## config.mk

```make
export PLATFORM = sky130hd
export DESIGN_NAME = keymx_reader
export DESIGN_NICKNAME = d
export VERILOG_FILES = /design/src/rtl/keymx_pkg.sv /design/src/rtl/keymx_group_mux.sv /design/src/rtl/keymx_ctrl.sv /design/src/rtl/keymx_reader.sv
export SDC_FILE = /design/constraint.sdc
export NUM_CORES = 1
export LEC_CHECK = 0
export ABC_AREA = 1
export BUFFER_PORTS_ARGS = -buffer_cell sky130_fd_sc_hd__buf_2
export CORE_AREA = 2 2 39 41
export CTS_CLUSTER_SIZE = 25
export DETAILED_ROUTE_END_ITERATION = 16
export DIE_AREA = 0 0 41 43
export SETUP_SLACK_MARGIN = 0.15
export SLEW_MARGIN = 20
export SYNTH_ARGS = -nofsm -noshare
export SYNTH_HDL_FRONTEND = slang
export SYNTH_SLANG_ARGS = --single-unit
export TNS_END_PERCENT = 20
```

## constraint.sdc

```tcl
create_clock -name clk -period 2.3 [get_ports clk]
set_clock_uncertainty 0.2 [all_clocks]
set_input_delay 0.46 -clock clk [delete_from_list [all_inputs] [get_ports clk]]
set_output_delay 0.46 -clock clk [all_outputs]
set_load 0.01 [all_outputs]
```

## src/rtl/keymx_pkg.sv

```systemverilog
package keymx_pkg;
    localparam int GROUP_W   = 4;
    localparam int SEL_W     = 2;
    localparam int NUM_KEYS  = GROUP_W * SEL_W;
    localparam int DATA_W    = 8;
    localparam int SEL_LSB   = 4;

    typedef logic [SEL_W-1:0]   sel_t;
    typedef logic [GROUP_W-1:0] nib_t;

    localparam sel_t SEL_RESET = '1;

    typedef struct packed {
        sel_t sel;
        logic irq;
    } keymx_state_t;
endpackage

```

## src/rtl/keymx_group_mux.sv

```systemverilog
module keymx_group_mux
    import keymx_pkg::*;
(
    input  sel_t                sel,
    input  logic [NUM_KEYS-1:0] keys,
    input  logic                multi_mode,
    output nib_t                active_nib
);
    nib_t [SEL_W-1:0] grp_term;
    nib_t             merged;

    genvar g;
    generate
        for (g = 0; g < SEL_W; g++) begin : g_grp
            assign grp_term[g] = sel[g] ? '0 : keys[g*GROUP_W +: GROUP_W];
        end
    endgenerate

    always_comb begin
        merged = '0;
        for (int i = 0; i < SEL_W; i++) begin
            merged = merged | grp_term[i];
        end
        if (&sel) begin
            active_nib = multi_mode ? '1 : '0;
        end else begin
            active_nib = merged;
        end
    end
endmodule

```

## src/rtl/keymx_ctrl.sv

```systemverilog
module keymx_ctrl
    import keymx_pkg::*;
(
    input  logic              clk,
    input  logic              rst_n,
    input  logic              wr_en,
    input  logic [DATA_W-1:0] wr_data,
    input  logic              irq_check,
    input  nib_t              active_nib,
    output sel_t              sel,
    output logic              irq
);
    keymx_state_t state_d, state_q;

    always_comb begin
        state_d     = state_q;
        state_d.irq = irq_check && (active_nib != '0);
        if (wr_en) begin
            state_d.sel = wr_data[SEL_LSB +: SEL_W];
        end
    end

    always_ff @(posedge clk or negedge rst_n) begin
        if (!rst_n) begin
            state_q <= '{sel: SEL_RESET, irq: 1'b0};
        end else begin
            state_q <= state_d;
        end
    end

    assign sel = state_q.sel;
    assign irq = state_q.irq;
endmodule

```

## src/rtl/keymx_reader.sv

```systemverilog
module keymx_reader
    import keymx_pkg::*;
(
    input  logic              clk,
    input  logic              rst_n,
    input  logic              wr_en,
    input  logic [7:0]        wr_data,
    input  logic [7:0]        keys,
    input  logic              multi_mode,
    input  logic              irq_check,
    output logic [7:0]        rd_data,
    output logic              irq_pulse
);
    localparam int PAD_W = DATA_W - SEL_LSB - SEL_W;

    sel_t sel_q;
    nib_t active_nib;

    keymx_group_mux u_mux (
        .sel        (sel_q),
        .keys       (keys),
        .multi_mode (multi_mode),
        .active_nib (active_nib)
    );

    keymx_ctrl u_ctrl (
        .clk        (clk),
        .rst_n      (rst_n),
        .wr_en      (wr_en),
        .wr_data    (wr_data),
        .irq_check  (irq_check),
        .active_nib (active_nib),
        .sel        (sel_q),
        .irq        (irq_pulse)
    );

    assign rd_data = {{PAD_W{1'b1}}, sel_q, ~active_nib};
endmodule

```

==> flow_summary_export.csv, run 1 <==
group,metric,value,unit
status,outcome,"complete, no violations",
route,postRouteAntennaNets,0,
grt,grtUsageTotal,8.74,%
placed_design,dpl_worst_slack,0.548,ns
sta,fmax,500,MHz
sta,fin_crit_sh,86.9,%
route,wirelength,657,um
logic_synthesis,synth_ff_type,"dfstp_2",
power_and_ir_drop,ir_worst_vdd,0.000191,V
placed_design,dp_hpwl,526,um
hold_path,hold_class,"in2reg",
logic_synthesis,synth.area.top_cells,"dfstp_2, nand2_1, dfrtp_1",
die,dieWidth,41,um
sta,slew_violations,0,
die,ioPinCount,30,
grt,grt-ovfl-total,0,
worst_setup_path,worstPathMaxFanout,5,
route,first_pass_iters,5,
flow_run,maxCapViolCount,0,
finish,area_growth,65.9,%
logic_synthesis,yosysWarnings,0,
placed_design,dpl-instance-area,342,um2
logic_synthesis,syn_area_per_cell,6.51,um2
sta,whs,0.228,ns
clock_tree,clkLatencyLatePin,0.24,ns
placed_design,port_buffers,21,
logic_synthesis,ys_seq_area_share,34.1,%
grt,grt_max_degree,6,
sta,setup-tns-final,0,ns
clock_tree,root_buffer,"clkbuf_4",
route,route.vias.total,283,
finish,final_cells,76,
logic_synthesis,synth_top_cell_area_share,23.1,%
die,initial_utilization,16.5,%
die,rows,14,
finish,drive_gt1_share,51.7,%
route,routed_via_density,3.72,
finish,final_area,378,um2
grt,antenna_found_initial,0,
clock_tree,path_clk_slew,0.04,ns
clock_tree,post_cts_buffers,0,
clock_tree,htree_levels,1,
logic_synthesis,yosysUniqueCellTypes,11,
sta,rsz0062_at_grt,"no",
power_and_ir_drop,power_density,601,nW/um2
clock_tree,numCtsBuffers,3,
logic_synthesis,synth-seq-cells,3,
route,routedWlPerCell,8.64,um
worst_setup_path,worst-endpoint-required,1.64,ns
die,die-area,1760,um2
clock_tree,cts.sinks,3,
worst_setup_path,path_class,"reg2out",
logic_synthesis,async_flop_share,100,%
power_and_ir_drop,power_leakage,0.225,nW
worst_setup_path,endpoint_kind,"output pin",
worst_setup_path,arrival,1.34,ns
finish,nNetsFinal,82,
worst_setup_path,cp-start-kind,"flip-flop",
logic_synthesis,synth_top_cell_by_area,"dfstp_2",
grt,first_global_vias,251,
sta,min_period,2.00,ns
logic_synthesis,yosysMostFrequentCell,"nand2_1",
placed_design,post-place-cells,71,
sta,finalHoldViolCount,0,
grt,grt_pass1_wl,931,um
logic_synthesis,synth-edff-count,0,
logic_synthesis,syn-instance-count,35,
route,drt-initial-drc-count,4,
clock_tree,cts_tree,"built",
die,core,1380,um2
sta,layout_setup_ws,0.301,ns
route,drc,0,
die,chipHeight,43,um
clock_tree,clockBufferDepth,2,
logic_synthesis,ys_top_cells_by_count,"nand2_1, nand2_2, nand3_1",
placed_design,place_congestion,0.687,
sta,final-setup-viol-count,0,
finish,num_antenna_cells,0,
logic_synthesis,syn_area,228,um2
area by class of cell:
class,instances,area [um2]
Timing Repair Buffer,22,115
Sequential cell,3,77.6
Clock buffer,4,26.3
Inverter,3,11.3
Tap cell,16,20.0
Fill cell,161,1010
Multi-Input combinational cell,28,128
placed cells by master, fill, tap and decap left out:
master,n
nand2_2,4
nor2_1,2
dfrtp_1,1
nand3_1,4
dlygate4sd3_1,1
clkbuf_4,3
dfstp_2,2
clkbuf_1,1
buf_2,21
conb_1,2
nand2_1,13
or2_4,1
inv_1,3
o21ai_0,2
per-layer routing:
metal | share of wire, % | track usage, % | up-vias | wire, um
met5 | 0 | 0 | - | 0
met2 | 49 | 11.3 | 14 | 324
met1 | 40 | 8.06 | 116 | 263
li1 | - | - | 153 | -
met4 | 0 | 12.0 | 0 | 0
met3 | 11 | 4.19 | 0 | 70
cell families (layout without fill, tap and decap cells):
family	Yosys count	count (layout)	synth area share, %
AOI/OAI and AO/OA	2	2	4.40
buffers and inverters	5	29	11.5
DFF	3	3	34.1
other	1	2	1.65
and+or+nand+nor	24	24	48.4
power breakdown:
group	leakage (nW)	internal [mW]	switching (mW)
combinational	0.178	0.0310	0.0394
sequential	0.0328	0.0601	0.00292
clock	0.0150	0.0651	0.0287
total	0.225	0.156	0.0709
per-stage QoR:
step           total power, mW  util, %
6_report                 0.227     27.3
5_1_grt                  0.244     27.3
4_1_cts                  0.233     27.3
3_5_place_dp             0.133     24.7
3_3_place_gp             0.132     24.7
2_1_floorplan            0.104        -
sequential cells by signal, summed over array words and instances, names as in the netlist:
signal and count:
u_ctrl.irq 1, u_ctrl.sel 2
worst max-delay path, stage by stage (launching register included):
cell and delay [ns]:
dfstp_2 0.54, nand2_2 0.09, or2_4 0.26, nand2_2 0.08, buf_2 0.13
what timing repair did:
item / in CTS / in global routing
hold buffers: 1 / 0
gates resized for setup: 0 / 0
endpoints found under the hold margin: 3 / 0
worst paths after layout:
path,from,end,slack [ns],cells after the start
worst max-delay path,u_ctrl.sel[0],rd_data[2],0.30,4
worst min register to register,u_ctrl.sel[0],u_ctrl.sel[0],0.41,2
min in group asynchronous,rst_n,u_ctrl.irq,0.35,2
max in group asynchronous,rst_n,u_ctrl.sel[1],1.36,2
worst max register to register,u_ctrl.sel[0],u_ctrl.irq,0.78,6
worst min-delay path,wr_en,u_ctrl.sel[1],0.23,2
No activity file was read; power rests on OpenSTA's default activity.
==> inputs of run 2 (changes only) <==
Settings changed: CAP_MARGIN from default to 20, PLACE_DENSITY from default to 0.55.
==> run 2 against run 1 <==
Non-clock buffer count unchanged. Via count increased by 1.1%. Combinational power about the same. Fmax decreased by 0.31%. Worst setup slack got worse by 0.0061 ns. Final cell count unchanged. Critical path type unchanged. Largest cell class unchanged. Highest routed layer is now met4.
==> flow_summary_export.csv, run 2 (synthesized netlist as in run 1, its figures left out) <==
group,metric,value,unit
grt,grt_pass1_wl,1040,um
die,die-area,1760,um2
grt,grt_max_degree,6,
worst_setup_path,crit_end,"rd_data[3]",
worst_setup_path,rr_endpoint,"u_ctrl.irq",
clock_tree,numCtsBuffers,3,
finish,largest_reg_flops,2,
placed_design,dp_hpwl,523,um
die,dieWidth,41,um
sta,finalHoldViolCount,0,
flow_run,maxCapViolCount,0,
sta,slew_violations,0,
clock_tree,clockBufferDepth,2,
route,drt-initial-drc-count,6,
worst_setup_path,path_depth,4,
sta,fin_crit_sh,87.2,%
finish,nNetsFinal,82,
worst_setup_path,worstPathMaxFanout,5,
sta,min_period,2.01,ns
route,route.vias.total,286,
sta,fmax,499,MHz
finish,area_growth,65.9,%
worst_setup_path,regToRegSetupSlack,0.78,ns
finish,drive_gt1_share,51.7,%
worst_setup_path,endpoint_kind,"output pin",
finish,n_fill_cell,173,
sta,setup-tns-final,0,ns
route,first_pass_iters,4,
placed_design,place_congestion,0.699,
die,rows,14,
power_and_ir_drop,power_density,603,nW/um2
finish,final_cell_mix,"buf_2, nand2_1, nand2_2, nand3_1",
route,wirelength,645,um
clock_tree,cts_tree,"built",
finish,layout_commonest_cell,"buf_2",
worst_setup_path,worst-endpoint-required,1.64,ns
worst_setup_path,slowest_stage,"dfstp_2",
worst_setup_path,arrival,1.35,ns
status,outcome,"complete, no violations",
hold_path,hold_class,"in2reg",
worst_setup_path,worst-path-buf-inv,1,
worst_setup_path,critPathMaxStageDelay,0.53,ns
route,routedWlPerCell,8.49,um
grt,antenna_found_initial,0,
finish,num_antenna_cells,0,
die,initial_utilization,16.5,%
power_and_ir_drop,power_leakage,0.225,nW
sta,rsz0062_at_grt,"no",
clock_tree,root_buffer,"clkbuf_4",
worst_setup_path,cp-start-kind,"flip-flop",
worst_setup_path,r2r_start,"u_ctrl.sel[0]",
worst_setup_path,crit_path_cell_trace,"nand2_2 -> or2_4 -> nand2_1 -> buf_2",
finish,final_core_util,27.3,%
worst_setup_path,path_class,"reg2out",
die,ioPinCount,30,
clock_tree,clkLatencyLatePin,0.24,ns
power_and_ir_drop,ir_worst_vdd,0.000170,V
worst_setup_path,crit_family,"flip-flops",
worst_setup_path,ff2ff_path_depth,6,
sta,whs,0.227,ns
route,routed_via_density,3.76,
clock_tree,cts.sinks,3,
die,core,1380,um2
clock_tree,post_cts_buffers,0,
sta,final-setup-viol-count,0,
placed_design,port_buffers,21,
grt,first_global_vias,258,
grt,grtUsageTotal,9.26,%
grt,grt-ovfl-total,0,
route,postRouteAntennaNets,0,
clock_tree,htree_levels,1,
worst_setup_path,cp-startpoint,"u_ctrl.sel[0]",
die,chipHeight,43,um
clock_tree,path_clk_slew,0.04,ns
route,drc,0,
[run 2: cell counts in the layout (fill, tap and decap cells not counted)]
No cell type changed its count.
[run 2: how the worst min path moves through the flow]
stage                     startpoint       endpoint  slack [ns]  cells after the start
after floorplan                rst_n     u_ctrl.irq       -0.04                      0
after global placement         rst_n     u_ctrl.irq        0.06                      1
after global routing       irq_check     u_ctrl.irq        0.23                      3
after CTS                      wr_en  u_ctrl.sel[1]        0.22                      2
final                          wr_en  u_ctrl.sel[1]        0.23                      2
after detailed placement       rst_n     u_ctrl.irq        0.06                      1
[run 2: worst register-to-register path, cell delays in order, from the launching register on]
cell and delay (ns):
dfstp_2 0.53, nand2_2 0.09, or2_4 0.26, nand2_1 0.10, nand2_1 0.06, nor2_1 0.12
nor2_1 0.05
[run 2: layer usage]
layer / up-vias / wire [um] / global-route usage (%)
li1: 153 / - / -
met1: 113 / 264 / 11.3
met2: 18 / 291 / 11.3
met3: 2 / 77 / 3.14
met4: 0 / 11 / 10.0
met5: - / 0 / 0
[run 2: power breakdown]
part | internal [mW] | leakage [nW] | switching [mW]
Combinational | 0.0311 | 0.178 | 0.0396
Sequential | 0.0601 | 0.0328 | 0.00274
Clock | 0.0651 | 0.0150 | 0.0293
Total | 0.156 | 0.225 | 0.0716
[run 2: through the flow]
step           worst slack (ns)  std cells  instance area (um2)  total power [mW]
2_1_floorplan             0.637         36                  231             0.104
3_3_place_gp              0.562         71                  342             0.133
3_5_place_dp              0.550         71                  342             0.134
4_1_cts                   0.291         76                  378             0.232
5_1_grt                   0.225         76                  378             0.242
6_report                  0.295         76                  378             0.228
[run 2: layout make-up]
type / instances / area (um2) / share of cell area, %
inverter: 3 / 11.3 / 2.98
sequential: 3 / 77.6 / 20.5
multi-input combinational: 28 / 128 / 33.8
tap: 16 / 20.0 / 5.30
clock buffer: 4 / 26.3 / 6.95
timing repair buffer: 22 / 115 / 30.5
[run 2: repair_timing]
action,in CTS,in global routing
hold endpoints to repair,3,0
gates resized for setup,0,0
hold buffers,1,0
